### config.mk
export PLATFORM = sky130hd
export DESIGN_NAME = uart_csr_bank
export DESIGN_NICKNAME = d
export VERILOG_FILES = /design/src/rtl/uart_csr_pkg.sv /design/src/rtl/uart_csr_bus.sv /design/src/rtl/uart_csr_cfg.sv /design/src/rtl/uart_csr_rst.sv /design/src/rtl/uart_csr_queue.sv /design/src/rtl/uart_csr_bank.sv
export SDC_FILE = /design/constraint.sdc
export NUM_CORES = 1
export LEC_CHECK = 0
export ABC_CLOCK_PERIOD_IN_PS = 1900
export BUFFER_PORTS_ARGS = -buffer_cell sky130_fd_sc_hd__buf_2
export CAP_MARGIN = 20
export CORE_ASPECT_RATIO = 1.5
export CORE_UTILIZATION = 46
export DETAILED_ROUTE_END_ITERATION = 7
export GPL_ROUTABILITY_DRIVEN = 0
export PLACE_DENSITY = 0.76
export SLEW_MARGIN = 15
export SYNTH_ARGS = -nofsm -noshare
export SYNTH_HDL_FRONTEND = slang
export SYNTH_SLANG_ARGS = --single-unit
### constraint.sdc
create_clock -name clk -period 1.9 [get_ports clk]
set_input_delay 0.38 -clock clk [delete_from_list [all_inputs] [get_ports clk]]
set_output_delay 0.38 -clock clk [all_outputs]
set_load 0.01 [all_outputs]
### src/rtl/uart_csr_pkg.sv
package uart_csr_pkg;
  localparam int unsigned ADR_W = 8;
  localparam int unsigned DAT_W = 8;
  localparam int unsigned PER_W = 16;
  localparam int unsigned N_SUB = 5;

  localparam logic [ADR_W-1:0] A_DATA  = 8'h00;
  localparam logic [ADR_W-1:0] A_RXEN  = 8'h01;
  localparam logic [ADR_W-1:0] A_RXLVL = 8'h02;
  localparam logic [ADR_W-1:0] A_TXLVL = 8'h03;
  localparam logic [ADR_W-1:0] A_FRAME = 8'h04;
  localparam logic [ADR_W-1:0] A_SMPL  = 8'h05;
  localparam logic [ADR_W-1:0] A_PERL  = 8'h06;
  localparam logic [ADR_W-1:0] A_PERH  = 8'h07;
  localparam logic [ADR_W-1:0] A_SRST  = 8'h08;
  localparam logic [ADR_W-1:0] A_RMASK = 8'h09;

  // subunit index = bit position in the soft-reset and mask registers
  localparam int unsigned SUB_SETUP = 0;
  localparam int unsigned SUB_TXQ   = 1;
  localparam int unsigned SUB_TX    = 2;
  localparam int unsigned SUB_RXQ   = 3;
  localparam int unsigned SUB_RX    = 4;

  typedef struct packed {
    logic       idle_hi;
    logic       par_en;
    logic       par_odd;
    logic [1:0] stop_cnt;
    logic [2:0] word_w;
  } frame_t;

  typedef struct packed {
    logic [3:0] start_pt;
    logic [3:0] mid_pt;
  } smpl_t;

  localparam frame_t FRAME_RST = 8'h88;
  localparam smpl_t  SMPL_RST  = 8'h64;
endpackage

### src/rtl/uart_csr_bus.sv
module uart_csr_bus (
  input  logic clk,
  input  logic bus_rst,
  input  logic cyc,
  input  logic stb,
  input  logic we,
  output logic ack,
  output logic acc_wr,
  output logic acc_rd
);
  logic take;

  assign take   = cyc & stb & ~ack & ~bus_rst;
  assign acc_wr = take & we;
  assign acc_rd = take & ~we;

  always_ff @(posedge clk) begin
    if (bus_rst) ack <= 1'b0;
    else         ack <= take;
  end


  ack_single_chk: assert property (@(posedge clk) disable iff (bus_rst)
    ack |=> !ack);

  ack_due_chk: assert property (@(posedge clk) disable iff (bus_rst)
    (cyc && stb && !ack) |=> ack);

  ack_no_req_chk: assert property (@(posedge clk) disable iff (bus_rst)
    !(cyc && stb) |=> !ack);
endmodule

### src/rtl/uart_csr_cfg.sv
module uart_csr_cfg
  import uart_csr_pkg::*;
#(
  parameter logic [PER_W-1:0] RST_PERIOD = 16'd20833
) (
  input  logic             clk,
  input  logic             por,
  input  logic             setup_rst,
  input  logic             wr_en,
  input  logic [ADR_W-1:0] adr,
  input  logic [DAT_W-1:0] dat,
  output logic             rx_en,
  output frame_t           frame,
  output smpl_t            smpl,
  output logic [PER_W-1:0] period,
  output logic [N_SUB-1:0] mask,
  output logic [DAT_W-1:0] rd_data
);
  always_ff @(posedge clk) begin
    if (por || setup_rst) begin
      rx_en  <= 1'b0;
      frame  <= FRAME_RST;
      smpl   <= SMPL_RST;
      period <= RST_PERIOD;
    end else if (wr_en) begin
      case (adr)
        A_RXEN:  rx_en        <= dat[0];
        A_FRAME: frame        <= frame_t'(dat);
        A_SMPL:  smpl         <= smpl_t'(dat);
        A_PERL:  period[7:0]  <= dat;
        A_PERH:  period[15:8] <= dat;
        default: ;
      endcase
    end
  end

  // only the power-on reset clears the mask, so it outlives a bus reset
  always_ff @(posedge clk) begin
    if (por)                          mask <= '0;
    else if (wr_en && adr == A_RMASK) mask <= dat[N_SUB-1:0];
  end

  always_comb begin
    case (adr)
      A_RXEN:  rd_data = DAT_W'(rx_en);
      A_FRAME: rd_data = frame;
      A_SMPL:  rd_data = smpl;
      A_PERL:  rd_data = period[7:0];
      A_PERH:  rd_data = period[15:8];
      A_RMASK: rd_data = DAT_W'(mask);
      default: rd_data = '0;
    endcase
  end


  setup_reinit_chk: assert property (@(posedge clk) disable iff (por)
    setup_rst |=> (frame == FRAME_RST && smpl == SMPL_RST && period == RST_PERIOD && !rx_en));

  mask_hold_chk: assert property (@(posedge clk) disable iff (por)
    !(wr_en && adr == A_RMASK) |=> $stable(mask));
endmodule

### src/rtl/uart_csr_rst.sv
module uart_csr_rst
  import uart_csr_pkg::*;
(
  input  logic             clk,
  input  logic             por,
  input  logic             wb_rst,
  input  logic             soft_wr,
  input  logic [N_SUB-1:0] soft_bits,
  input  logic [N_SUB-1:0] mask,
  output logic [N_SUB-1:0] sub_rst
);
  for (genvar i = 0; i < N_SUB; i++) begin : g_sub
    logic soft_q;
    logic bus_q;

    always_ff @(posedge clk) begin
      if (por) begin
        soft_q <= 1'b0;
        bus_q  <= 1'b1;
      end else begin
        soft_q <= soft_wr & soft_bits[i];
        bus_q  <= wb_rst & mask[i];
      end
    end

    assign sub_rst[i] = soft_q | bus_q;


    soft_pulse_chk: assert property (@(posedge clk) disable iff (por)
      soft_q |=> !soft_q);

    masked_reset_chk: assert property (@(posedge clk) disable iff (por)
      (wb_rst && mask[i]) |=> sub_rst[i]);
  end
endmodule

### src/rtl/uart_csr_queue.sv
module uart_csr_queue
  import uart_csr_pkg::*;
#(
  parameter int unsigned DEPTH = 64,
  parameter int unsigned LVL_W = $clog2(DEPTH + 1)
) (
  input  logic             clk,
  input  logic             bus_rst,
  input  logic             rd_req,
  input  logic             wr_req,
  input  logic [DAT_W-1:0] wdat,
  input  logic [LVL_W-1:0] rx_lvl,
  input  logic [LVL_W-1:0] tx_lvl,
  input  logic             tx_busy,
  output logic             rxq_pop,
  output logic             txq_push,
  output logic [DAT_W-1:0] txq_wdata,
  output logic             rx_empty,
  output logic             rx_full,
  output logic             tx_empty,
  output logic             tx_full,
  output logic             tx_sending
);
  localparam logic [LVL_W-1:0] LVL_FULL = LVL_W'(DEPTH);

  always_ff @(posedge clk) begin
    if (bus_rst) begin
      rxq_pop   <= 1'b0;
      txq_push  <= 1'b0;
      txq_wdata <= '0;
    end else begin
      rxq_pop  <= rd_req && rx_lvl != '0;
      txq_push <= wr_req && tx_lvl < LVL_FULL;
      if (wr_req) txq_wdata <= wdat;
    end
  end

  always_ff @(posedge clk) begin
    rx_empty   <= rx_lvl == '0;
    rx_full    <= rx_lvl == LVL_FULL;
    tx_empty   <= tx_lvl == '0;
    tx_full    <= tx_lvl == LVL_FULL;
    tx_sending <= tx_busy;
  end


  no_underflow_chk: assert property (@(posedge clk) disable iff (bus_rst)
    rxq_pop |-> $past(rx_lvl) != '0);

  no_overflow_chk: assert property (@(posedge clk) disable iff (bus_rst)
    txq_push |-> $past(tx_lvl) < LVL_FULL);

  pop_single_chk: assert property (@(posedge clk) disable iff (bus_rst)
    rxq_pop |=> !rxq_pop);

  rx_flag_chk: assert property (@(posedge clk) disable iff (bus_rst)
    (rx_lvl == '0) |=> (rx_empty && !rx_full));

  busy_flag_chk: assert property (@(posedge clk) disable iff (bus_rst)
    tx_busy |=> tx_sending);
endmodule

### src/rtl/uart_csr_bank.sv
module uart_csr_bank
  import uart_csr_pkg::*;
#(
  parameter int unsigned      DEPTH      = 64,
  parameter logic [15:0]      RST_PERIOD = 16'd20833,
  localparam int unsigned     LVL_W      = $clog2(DEPTH + 1)
) (
  input  logic             clk,
  input  logic             por,
  input  logic             wb_rst,
  input  logic             wb_cyc_i,
  input  logic             wb_stb_i,
  input  logic             wb_we_i,
  input  logic [7:0]       wb_adr_i,
  input  logic [7:0]       wb_dat_i,
  output logic [7:0]       wb_dat_o,
  output logic             wb_ack_o,
  output logic             rxq_pop,
  input  logic [7:0]       rxq_rdata,
  input  logic [LVL_W-1:0] rxq_level,
  output logic             txq_push,
  output logic [7:0]       txq_wdata,
  input  logic [LVL_W-1:0] txq_level,
  input  logic             tx_busy,
  output logic             rx_en,
  output logic             idle_hi,
  output logic             par_en,
  output logic             par_odd,
  output logic [1:0]       stop_cnt,
  output logic [2:0]       word_w,
  output logic [3:0]       start_pt,
  output logic [3:0]       mid_pt,
  output logic [15:0]      bit_period,
  output logic             rst_rx,
  output logic             rst_rxq,
  output logic             rst_tx,
  output logic             rst_txq,
  output logic             rx_empty,
  output logic             rx_full,
  output logic             tx_empty,
  output logic             tx_full,
  output logic             tx_sending
);
  logic             bus_rst;
  logic             acc_wr, acc_rd;
  frame_t           frame;
  smpl_t            smpl;
  logic [N_SUB-1:0] mask;
  logic [N_SUB-1:0] sub_rst;
  logic [DAT_W-1:0] cfg_rd;
  logic [DAT_W-1:0] rd_mux;
  logic             data_sel;

  assign bus_rst  = por | wb_rst;
  assign data_sel = wb_adr_i == A_DATA;

  uart_csr_bus u_bus (
    .clk     (clk),
    .bus_rst (bus_rst),
    .cyc     (wb_cyc_i),
    .stb     (wb_stb_i),
    .we      (wb_we_i),
    .ack     (wb_ack_o),
    .acc_wr  (acc_wr),
    .acc_rd  (acc_rd)
  );

  uart_csr_cfg #(.RST_PERIOD(RST_PERIOD)) u_cfg (
    .clk       (clk),
    .por       (por),
    .setup_rst (sub_rst[SUB_SETUP]),
    .wr_en     (acc_wr),
    .adr       (wb_adr_i),
    .dat       (wb_dat_i),
    .rx_en     (rx_en),
    .frame     (frame),
    .smpl      (smpl),
    .period    (bit_period),
    .mask      (mask),
    .rd_data   (cfg_rd)
  );

  uart_csr_rst u_rst (
    .clk       (clk),
    .por       (por),
    .wb_rst    (wb_rst),
    .soft_wr   (acc_wr && wb_adr_i == A_SRST),
    .soft_bits (wb_dat_i[N_SUB-1:0]),
    .mask      (mask),
    .sub_rst   (sub_rst)
  );

  uart_csr_queue #(.DEPTH(DEPTH)) u_queue (
    .clk        (clk),
    .bus_rst    (bus_rst),
    .rd_req     (acc_rd && data_sel),
    .wr_req     (acc_wr && data_sel),
    .wdat       (wb_dat_i),
    .rx_lvl     (rxq_level),
    .tx_lvl     (txq_level),
    .tx_busy    (tx_busy),
    .rxq_pop    (rxq_pop),
    .txq_push   (txq_push),
    .txq_wdata  (txq_wdata),
    .rx_empty   (rx_empty),
    .rx_full    (rx_full),
    .tx_empty   (tx_empty),
    .tx_full    (tx_full),
    .tx_sending (tx_sending)
  );

  always_comb begin
    case (wb_adr_i)
      A_DATA:  rd_mux = (rxq_level != '0) ? rxq_rdata : '0;
      A_RXLVL: rd_mux = DAT_W'(rxq_level);
      A_TXLVL: rd_mux = DAT_W'(txq_level);
      default: rd_mux = cfg_rd;
    endcase
  end

  always_ff @(posedge clk) begin
    if (bus_rst)     wb_dat_o <= '0;
    else if (acc_rd) wb_dat_o <= rd_mux;
  end

  assign idle_hi  = frame.idle_hi;
  assign par_en   = frame.par_en;
  assign par_odd  = frame.par_odd;
  assign stop_cnt = frame.stop_cnt;
  assign word_w   = frame.word_w;
  assign start_pt = smpl.start_pt;
  assign mid_pt   = smpl.mid_pt;
  assign rst_rx   = sub_rst[SUB_RX];
  assign rst_rxq  = sub_rst[SUB_RXQ];
  assign rst_tx   = sub_rst[SUB_TX];
  assign rst_txq  = sub_rst[SUB_TXQ];


  empty_read_chk: assert property (@(posedge clk) disable iff (bus_rst)
    (acc_rd && data_sel && rxq_level == '0) |=> (wb_dat_o == '0 && !rxq_pop));

  unused_read_chk: assert property (@(posedge clk) disable iff (bus_rst)
    (acc_rd && wb_adr_i > A_RMASK) |=> wb_dat_o == '0);

  srst_read_chk: assert property (@(posedge clk) disable iff (bus_rst)
    (acc_rd && wb_adr_i == A_SRST) |=> wb_dat_o == '0);
endmodule

==> results.sh, run 1 <==
export IMPL_die_h_um=106
export IMPL_crit_family="simple AND/OR/NAND/NOR gates"
export IMPL_status="finished with violations"
export IMPL_fin_crit_sh_pct=86.1
export IMPL_yosysWarnings=0
export IMPL_cp_required_ps=2170
export IMPL_powerDensity_nw_per_um2=684
export IMPL_synth_fp_nets=403
export IMPL_drc=8
export IMPL_clk_path_buf_depth=2
export IMPL_setup_ws_ps=264
export IMPL_min_path_cells=1
export IMPL_ys_types=45
export IMPL_dieArea_um2=7550
export IMPL_syn_cell_area_um2=3310
export IMPL_startpoint_type="flop"
export IMPL_finalNonFillerCells=575
export IMPL_maxSlewHeadroom_pct=63.4
export IMPL_hp_class="in -> reg"
export IMPL_synth_top_flop_cell="dfxtp_1"
export IMPL_cts_hold_fix_buffers=0
export IMPL_antenna_found_initial=0
export IMPL_layout_commonest_cell="buf_2"
export IMPL_drt_first_pass_iters=8
export IMPL_routedWlPerCell_um=16.8
export IMPL_reg2reg_to="u_cfg.period[0]$_SDFFE_PP1P_"
export IMPL_initial_core_util_pct=48.0
export IMPL_power_leakage_nw=1.94
export IMPL_htree_levels=3
export IMPL_max_slew_worst_pin_slew_ps=547
export IMPL_via_count=3243
export IMPL_place_ws_ps=-54.2
export IMPL_critPathMaxStageDelay_ps=390
export IMPL_rsz0062_at_grt="false"
export IMPL_nets=537
export IMPL_hpwl_mm=7.50
export IMPL_fin_skew_ps=8.85
export IMPL_period_minus_slack_ps=1640
export IMPL_final_cell_mix="buf_2 (105), dfxtp_1 (72), mux2i_1 (39), buf_4 (37), nand2_1 (35)"
export IMPL_cts_root_buf="clkbuf_8"
export IMPL_hold_end="u_queue.tx_sending$_DFF_P_"
export IMPL_maxCapViolations=0
export IMPL_synth_edf_count=0
export IMPL_yosys_register_bits=72
export IMPL_ys_async_sr_fraction_pct=0
export IMPL_via_per_inst=5.64
export IMPL_cp_end_kind="flop"
export IMPL_post_cts_buffers=0
export IMPL_diodes=0
export IMPL_seq_area_frac_synth_pct=43.5
export IMPL_fmax_mhz=611
export IMPL_clock_latency_ps=350
export IMPL_synth_top_cell_by_area="dfxtp_1"
export IMPL_arrival_ps=1910
export IMPL_ant_nets=0
export IMPL_violations="DRC"
export IMPL_path_cells="nor4b_4 > nand3_2 > or3_1 > buf_4 > mux2i_1"
export IMPL_crit_buf_inv=1
export IMPL_syn_instance_count=358
export IMPL_grt_max_degree=30
export IMPL_r2r_start="u_bus.ack$_SDFF_PP0_"
export IMPL_syn_area_per_cell_um2=9.25
export IMPL_post_cts_resized=0
export IMPL_cts_tree="built"
export IMPL_grt_usage_pct=26.5
export IMPL_routed_wl_mm=9.68
export IMPL_hp_start="tx_busy"
export IMPL_final_layout_size_suffix_gt1_share_pct=37.6
export IMPL_hold_slack_ps=127
export IMPL_path_clk_slew_ps=70
export IMPL_reg2reg_depth=5
export IMPL_core_area_um2=6900
export IMPL_slowest_stage="or3_1"
export IMPL_gr_total_overflow=0
export IMPL_cp_max_fo=8
export IMPL_cts_buffers=9
export IMPL_synth_top_cell_area_share_pct=43.5
export IMPL_first_iter_violations=242
export IMPL_finalHoldViolCount=0
export IMPL_yosys_top_cells_area="dfxtp_1 (44%), mux2i_1 (12%), nand2_1 (4.0%), nand3_1 (3.5%), a21oi_1 (3.2%)"
export IMPL_area_delta_synth_final_pct=30.1
export IMPL_finalSetupViolCount=0
export IMPL_grt_pass1_wl_mm=15.2
export IMPL_placed_cells=559
export IMPL_p_total_mw=2.95
export IMPL_portBuffers=105
export IMPL_fp_row_count=37
export IMPL_pin_count=106
export IMPL_report_final_slew_viol_count=0
export IMPL_first_global_vias=3101
export IMPL_cts_sinks=72
export IMPL_criticalPathCategory="reg -> reg"
export IMPL_ir_drop_mv=0.595
export IMPL_die_w_um=71.3
export IMPL_reg2reg_slack_ps=260
## flip-flops by register name, indices dropped and copies added, names as in the netlist
signal / count
u_bus.ack: 1
u_queue.tx_sending: 1
u_cfg.mask: 5
u_queue.rx_full: 1
u_cfg.smpl: 8
u_queue.rxq_pop: 1
u_queue.tx_empty: 1
wb_dat_o: 8
u_cfg.rx_en: 1
u_queue.txq_wdata: 8
u_queue.rx_empty: 1
u_queue.txq_push: 1
u_queue.tx_full: 1
u_rst.g_sub.bus_q: 5
u_cfg.period: 16
u_rst.g_sub.soft_q: 5
u_cfg.frame: 8
## cell usage after synthesis, types with 5 or more instances
cell type	number
a211oi_1	5
a21o_1	5
a21oi_1	21
a31oi_1	5
and2_1	6
clkbuf_1	9
dfxtp_1	72
inv_1	7
mux2_2	6
mux2i_1	39
nand2_1	35
nand3_1	23
nor2_1	28
nor4_1	8
o21ai_0	17
or2_2	8
## layer usage
layer  part of all wire [%]  track usage (%)  wire [um]
met2                     49             43.2       4720
met1                     40             31.0       3900
met5                      0                0          0
met4                    4.2             18.1        411
met3                    6.7             5.31        648
## cell type report
type,count,area [um^2]
clock buffer,12,135
tap,78,97.6
sequential,72,1440
timing repair buffer,143,823
clock inverter,4,45.0
multi-input combinational,259,1740
inverter,7,26.3
fill,613,2590
## worst max path at each step
stage                              start                                to  slack [ps]  cells after the start
global route        u_bus.ack$_SDFF_PP0_        u_cfg.smpl[0]$_SDFFE_PP0P_         140                      6
floorplan                            por      u_cfg.period[6]$_SDFFE_PP1P_          70                      7
detailed placement           wb_adr_i[7]  u_rst.g_sub[2].soft_q$_SDFF_PP0_         -50                      6
finish              u_bus.ack$_SDFF_PP0_      u_cfg.period[0]$_SDFFE_PP1P_         260                      5
CTS                 u_bus.ack$_SDFF_PP0_     u_cfg.period[11]$_SDFFE_PP0P_         260                      4
global placement             wb_adr_i[7]  u_rst.g_sub[2].soft_q$_SDFF_PP0_         -40                      6
## worst register-to-register path, cell delays in order, from the launching register on
cell and delay, ps:
dfxtp_1 340, nor4b_4 270, nand3_2 160, or3_1 390, buf_4 200, mux2i_1 200
## power by group
part | internal [mW] | leakage, nW | switching (mW)
Sequential | 1.52 | 0.583 | 0.00356
Combinational | 0.118 | 1.26 | 0.165
Clock | 0.601 | 0.0941 | 0.542
## stage by stage
| step | area, um^2 | utilization, % | setup TNS [ps] |
|---|---|---|---|
| 6_report | 4310 | 62.5 | 0 |
| 3_3_place_gp | 4130 | 59.9 | -192 |
| 4_1_cts | 4310 | 62.5 | 0 |
| 2_1_floorplan | 3310 | - | 0 |
| 3_5_place_dp | 4130 | 59.9 | -330 |
| 5_1_grt | 4310 | 62.5 | 0 |
## cell families (layout without fill, tap and decap cells)
family	after synthesis	in the layout	share of synthesized area [%]
flops	72	72	43.5
mux	48	48	15.9
compound gates	67	67	12.5
simple gates	144	144	24.1
buf+inv	27	166	4.12
No activity file was read; power rests on OpenSTA's default activity.
==> run 2: changes to the inputs <==
Settings changed: SYNTH_HIERARCHICAL from default to 1.
==> run 2 against run 1 <==
Largest power group unchanged. Critical endpoint is now u_cfg/smpl[5]$_SDFFE_PP1P_. Via count decreased by 3.9%. Die area increased by 0.41%. Cell count decreased by 3.8%. Clock skew increased by 1.3 ps. Sequential share of layout area decreased by 0.15 points. The flow now finishes without violations. Non-clock buffer count decreased by 6. First-iteration DRC count decreased by 55%. Clock power increased by 9.6%. Area after synthesis increased by 0.42%. Hold slack got worse by 9.2 ps. Largest cell class unchanged. Final area increased by 0.44%. Critical path type is now in -> reg.
==> results.sh, run 2 <==
export IMPL_status="finished, final reports clean"
export IMPL_fmax_mhz=566
export IMPL_path_clk_slew_ps=80
export IMPL_comb_power_share_pct=9.1
export IMPL_p_total_mw=3.04
export IMPL_synth_top_family_by_area="simple AND/OR/NAND/NOR gates"
export IMPL_via_per_inst=5.63
export IMPL_cts_sinks=72
export IMPL_synth_fp_nets=388
export IMPL_ys_async_sr_fraction_pct=0
export IMPL_place_ws_ps=-239
export IMPL_synth_top_cell_by_area="dfxtp_1"
export IMPL_portBuffers=105
export IMPL_syn_cell_area_um2=3330
export IMPL_gr_total_overflow=0
export IMPL_via_count=3115
export IMPL_yosys_register_bits=72
export IMPL_cp_max_fo=8
export IMPL_first_global_vias=3070
export IMPL_synthMuxAreaShare_pct=18.5
export IMPL_min_path_cells=1
export IMPL_post_cts_resized=0
export IMPL_hpwl_mm=6.99
export IMPL_htree_levels=3
export IMPL_finalHoldViolCount=0
export IMPL_diodes=0
export IMPL_grt_max_degree=31
export IMPL_max_slew_worst_pin_slew_ps=554
export IMPL_clock_latency_ps=360
export IMPL_r2r_start="u_bus/ack$_SDFF_PP0_"
export IMPL_pwr_share_clk_pct=41.0
export IMPL_fin_crit_sh_pct=93.0
export IMPL_hp_class="in -> reg"
export IMPL_synth_top_cell_area_share_pct=43.3
export IMPL_synth_xor_area_share_pct=0
export IMPL_synth_top_flop_cell="dfxtp_1"
export IMPL_slowest_stage="or4_4"
export IMPL_yosysWarnings=6
export IMPL_routed_wl_mm=9.23
export IMPL_syn_instance_count=343
export IMPL_final_layout_size_suffix_gt1_share_pct=40.8
export IMPL_yosys_top_cells_area="dfxtp_1 (43%), mux2i_1 (12%), nand2_1 (4.5%), mux2_2 (4.1%), nor2_1 (3.6%)"
export IMPL_cts_root_buf="clkbuf_8"
export IMPL_final_cell_mix="buf_2 (105), dfxtp_1 (72), nand2_1 (40), mux2i_1 (40), nor2_1 (32)"
export IMPL_die_w_um=71.4
export IMPL_clk_path_buf_depth=2
export IMPL_synth_compound_area_share_pct=12.0
export IMPL_cts_hold_fix_buffers=0
export IMPL_pin_count=106
export IMPL_synth_edf_count=0
export IMPL_grt_usage_pct=25.0
export IMPL_routedWlPerCell_um=16.7
export IMPL_criticalPathCategory="in -> reg"
export IMPL_rsz0062_at_grt="false"
export IMPL_p_int_mw=2.28
export IMPL_maxSlewHeadroom_pct=63.0
export IMPL_report_final_slew_viol_count=0
export IMPL_seqPwrFrac_pct=49.9
export IMPL_synth_most_common_cell="dfxtp_1"
export IMPL_period_minus_slack_ps=1770
export IMPL_ir_drop_mv=0.605
export IMPL_syn_area_per_cell_um2=9.70
export IMPL_utilization_pct=62.3
export IMPL_cts_buffers=9
export IMPL_cts_tree="built"
export IMPL_maxCapViolations=0
export IMPL_hp_start="tx_busy"
export IMPL_fill_cells=628
export IMPL_reg2reg_depth=5
export IMPL_reg2reg_to="u_cfg/smpl[5]$_SDFFE_PP1P_"
export IMPL_ys_types=51
export IMPL_critPathMaxStageDelay_ps=540
export IMPL_hold_end="u_queue/tx_sending$_DFF_P_"
export IMPL_drc=0
export IMPL_path_cells="buf_2 > or2_4 > and4bb_1 > and2_4 > nand2_1 > or4_4 > mux2i_1"
export IMPL_die_h_um=106
export IMPL_cp_required_ps=2150
export IMPL_antenna_found_initial=0
export IMPL_yosys_area_share_simple_pct=22.5
export IMPL_p_switching_mw=0.756
export IMPL_power_share_switching_pct=24.9
export IMPL_core_area_um2=6940
export IMPL_first_iter_violations=109
export IMPL_finalSetupViolCount=0
export IMPL_yosys_top_cells_count="dfxtp_1 (72), mux2i_1 (40), nand2_1 (40)"
export IMPL_drt_first_pass_iters=4
export IMPL_initial_core_util_pct=47.9
export IMPL_seq_area_frac_synth_pct=43.3
export IMPL_synth_adder_area_share_pct=0
export IMPL_grt_pass1_wl_mm=14.5
export IMPL_fin_skew_ps=10.2
export IMPL_layout_commonest_cell="buf_2"
export IMPL_nets=515
export IMPL_reg2reg_slack_ps=220
export IMPL_setup_ws_ps=133
export IMPL_powerDensity_nw_per_um2=702
export IMPL_startpoint_type="input port"
export IMPL_cp_end_kind="flop"
export IMPL_fp_row_count=37
export IMPL_arrival_ps=2020
export IMPL_dieArea_um2=7580
export IMPL_top_register="u_cfg/period"
export IMPL_post_cts_buffers=0
export IMPL_largest_reg_flops=16
export IMPL_power_leakage_nw=2.02
export IMPL_ant_nets=0
export IMPL_area_delta_synth_final_pct=30.1
run 2: cell count changes in the layout (fill, tap and decap cells not counted), moves of 6 or more:
cell / delta
o21ai_1: +7
nor4_1: -6
buf_4: -7
a21oi_1: -15
and3b_1: +6
a22oi_1: +7
and3_1: +6
o21ai_0: -10
a221oi_1: +7
mux2_2: +6
nand3_1: -21
run 2: metrics by stage:
stage | hold slack, ps | area, um^2 | cells | TNS, ps
CTS | 99.3 | 4330 | 553 | 0
finish | 118 | 4330 | 553 | 0
global route | 104 | 4330 | 553 | 0
global placement | 438 | 4120 | 537 | -3520
detailed placement | 443 | 4120 | 537 | -5310
floorplan | 408 | 3340 | 343 | -186
run 2: logic make-up after synthesis:
kind of cell | after synthesis
simple gates | 134
flops | 72
compound gates | 56
mux | 56
buf+inv | 25
run 2: area by class of cell:
class                           instances  area, um^2  share of cell area (%)
Tap cell                               78        97.6                    2.25
Timing Repair Buffer                  137         791                    18.3
Multi-Input combinational cell        246        1780                    41.1
Inverter                                4        15.0                   0.347
Clock buffer                           10         138                    3.18
Sequential cell                        72        1440                    33.3
Clock inverter                          6        68.8                    1.59
run 2: worst max-delay path by stage:
stage / startpoint / endpoint / slack [ps] / cells past startpoint
floorplan: wb_rst / u_cfg/smpl[6]$_SDFFE_PP1P_ / -20 / 7
global placement: wb_rst / u_cfg/smpl[6]$_SDFFE_PP1P_ / -180 / 7
detailed placement: wb_rst / u_cfg/smpl[5]$_SDFFE_PP1P_ / -240 / 7
CTS: wb_rst / u_cfg/smpl[5]$_SDFFE_PP1P_ / 150 / 7
global route: wb_rst / u_cfg/smpl[6]$_SDFFE_PP1P_ / 100 / 7
finish: wb_rst / u_cfg/smpl[5]$_SDFFE_PP1P_ / 130 / 7
run 2: routing by layer:
metal  global-route usage, %  vias to the layer above  part of all wire, %
li1                        -                     1503                    -
met5                       0                        -                    0
met1                    26.9                     1460                   39
met4                    16.1                        0                  3.6
met3                    3.60                       25                  5.4
met2                    44.8                      127                   52
run 2: critical path: cells and delay by family:
kind	cells	cell delay (ps)
AND/OR/NAND/NOR	5	1370
multiplexers	1	160
buffers and inverters	1	100
run 2: power by group through the flow:
stage | clock network, mW | logic (mW) | registers (mW)
2_1_floorplan | 0 | 0.129 | 1.55
3_3_place_gp | 0 | 0.269 | 1.55
3_5_place_dp | 0 | 0.274 | 1.55
4_1_cts | 1.28 | 0.276 | 1.52
5_1_grt | 1.33 | 0.298 | 1.52
6_report | 1.25 | 0.276 | 1.52
==> run 3: changes to the inputs <==
Settings changed: CORE_UTILIZATION 46 to 48, CTS_BUF_LIST from default to sky130_fd_sc_hd__clkbuf_4 sky130_fd_sc_hd__clkbuf_8, PLACE_DENSITY 0.76 to 0.79.
==> run 3 against run 2 <==
Cell count is the same. Sequential power is essentially flat. Via count grew 2.5%. Utilization grew 3.7 points. Highest routed layer unchanged. Clock power is essentially flat. Flip-flop and latch count is the same. Hold slack gained 12 ps. Die area shrank 4.1%. Global-route usage grew 1.5 points.
==> results.sh, run 3 (synthesized netlist as in run 2, its figures left out) <==
export IMPL_cp_max_fo=8
export IMPL_path_clk_slew_ps=70
export IMPL_startpoint_type="input port"
export IMPL_hpwl_mm=7.16
export IMPL_ant_nets=0
export IMPL_portBuffers=105
export IMPL_grt_max_degree=31
export IMPL_htree_levels=3
export IMPL_diodes=0
export IMPL_gr_total_overflow=0
export IMPL_report_final_slew_viol_count=0
export IMPL_fmax_mhz=564
export IMPL_placed_cells=537
export IMPL_hp_class="in -> reg"
export IMPL_dieArea_um2=7270
export IMPL_post_cts_resized=0
export IMPL_clk_path_buf_depth=2
export IMPL_met2WireLength_mm=5.00
export IMPL_grt_usage_pct=26.5
export IMPL_power_leakage_nw=2.04
export IMPL_setup_tns_ps=0
export IMPL_nets=517
export IMPL_hold_slack_ps=130
export IMPL_pin_count=106
export IMPL_arrival_ps=2040
export IMPL_cts_root_buf="clkbuf_8"
export IMPL_status="finished, final reports clean"
export IMPL_cts_buffers=9
export IMPL_layout_commonest_cell="buf_2"
export IMPL_placed_area_um2=4130
export IMPL_maxCapViolations=0
export IMPL_routed_wl_mm=9.41
export IMPL_die_h_um=104
export IMPL_clock_latency_ps=350
export IMPL_fin_crit_sh_pct=93.3
export IMPL_cts_hold_fix_buffers=0
export IMPL_fin_skew_ps=5.82
export IMPL_max_slew_worst_pin_slew_ps=516
export IMPL_highest_layer="met4"
export IMPL_cts_sinks=72
export IMPL_ir_drop_mv=0.453
export IMPL_rsz0062_at_grt="false"
export IMPL_top_register="u_cfg/period"
export IMPL_powerDensity_nw_per_um2=703
export IMPL_finalHoldViolCount=0
export IMPL_first_global_vias=3096
export IMPL_wl_met1_mm=3.72
export IMPL_dr_wl_met3_um=470
export IMPL_area_delta_synth_final_pct=30.5
export IMPL_via_per_inst=5.77
export IMPL_routedWlPerCell_um=17.0
export IMPL_cp_required_ps=2170
export IMPL_fp_row_count=36
export IMPL_cts_tree="built"
export IMPL_finalSetupViolCount=0
export IMPL_core_area_um2=6580
export IMPL_antenna_found_initial=0
export IMPL_die_w_um=70.0
export IMPL_drc=0
export IMPL_cp_end_kind="flop"
export IMPL_first_iter_violations=94
export IMPL_finalNonFillerCells=553
export IMPL_final_cell_mix="buf_2 (105), dfxtp_1 (72), nand2_1 (40), mux2i_1 (40)"
export IMPL_drt_first_pass_iters=5
export IMPL_criticalPathCategory="in -> reg"
export IMPL_grt_pass1_wl_mm=15.2
export IMPL_maxSlewHeadroom_pct=65.5
export IMPL_post_cts_buffers=0
export IMPL_via_count=3193
export IMPL_initial_core_util_pct=50.6
export IMPL_period_minus_slack_ps=1770
export IMPL_fin_area_um2=4340
export IMPL_largest_reg_flops=16
export IMPL_final_layout_size_suffix_gt1_share_pct=41.1
[run 3: cell types whose count changed in the layout (fill, tap and decap cells not counted)]
cell	delta
buf_4	+2
clkbuf_8	+1
clkinv_4	-1
clkinv_2	+2
clkinvlp_4	-4
clkbuf_4	+2
[run 3: power breakdown]
group          switching, mW  total [mW]  internal (mW)  leakage [nW]
Sequential           0.00181        1.52           1.52         0.583
Clock                  0.554        1.26          0.704         0.110
Combinational          0.152       0.277          0.126          1.35
[run 3: per-layer routing]
metal	track usage, %	vias to the layer above
met2	47.0	121
met5	0	-
met4	11.3	0
met3	5.72	19
li1	-	1514
met1	30.1	1539
[run 3: through the flow]
step	setup WS (ps)	power [mW]	utilization, %
2_1_floorplan	-20.6	1.68	-
3_3_place_gp	-159	1.82	62.9
3_5_place_dp	-220	1.83	62.9
4_1_cts	155	3.07	66.0
5_1_grt	101	3.16	66.0
6_report	128	3.05	66.0
[run 3: worst max-delay path, cell delays in order]
cell	delay (ps)
buf_2	110
or2_4	250
and4bb_1	310
and2_4	200
nand2_1	60
or4_4	520
mux2i_1	220
[run 3: layout make-up]
| type | instances | area, um^2 |
|---|---|---|
| Tap cell | 76 | 95.1 |
| Timing Repair Buffer | 139 | 806 |
| Clock inverter | 3 | 40.0 |
| Multi-Input combinational cell | 246 | 1780 |
| Sequential cell | 72 | 1440 |
| Clock buffer | 13 | 166 |
| Inverter | 4 | 15.0 |
| Fill cell | 538 | 2240 |
[run 3: path summary, 6_finish.rpt]
path	startpoint	to	slack, ps	cells after the start
min	tx_busy	u_queue/tx_sending$_DFF_P_	130	1
max reg2reg	u_bus/ack$_SDFF_PP0_	u_cfg/smpl[6]$_SDFFE_PP1P_	220	5
max	wb_rst	u_cfg/smpl[6]$_SDFFE_PP1P_	130	7
min reg2reg	wb_dat_o[3]$_SDFFE_PP0P_	wb_dat_o[3]$_SDFFE_PP0P_	450	2
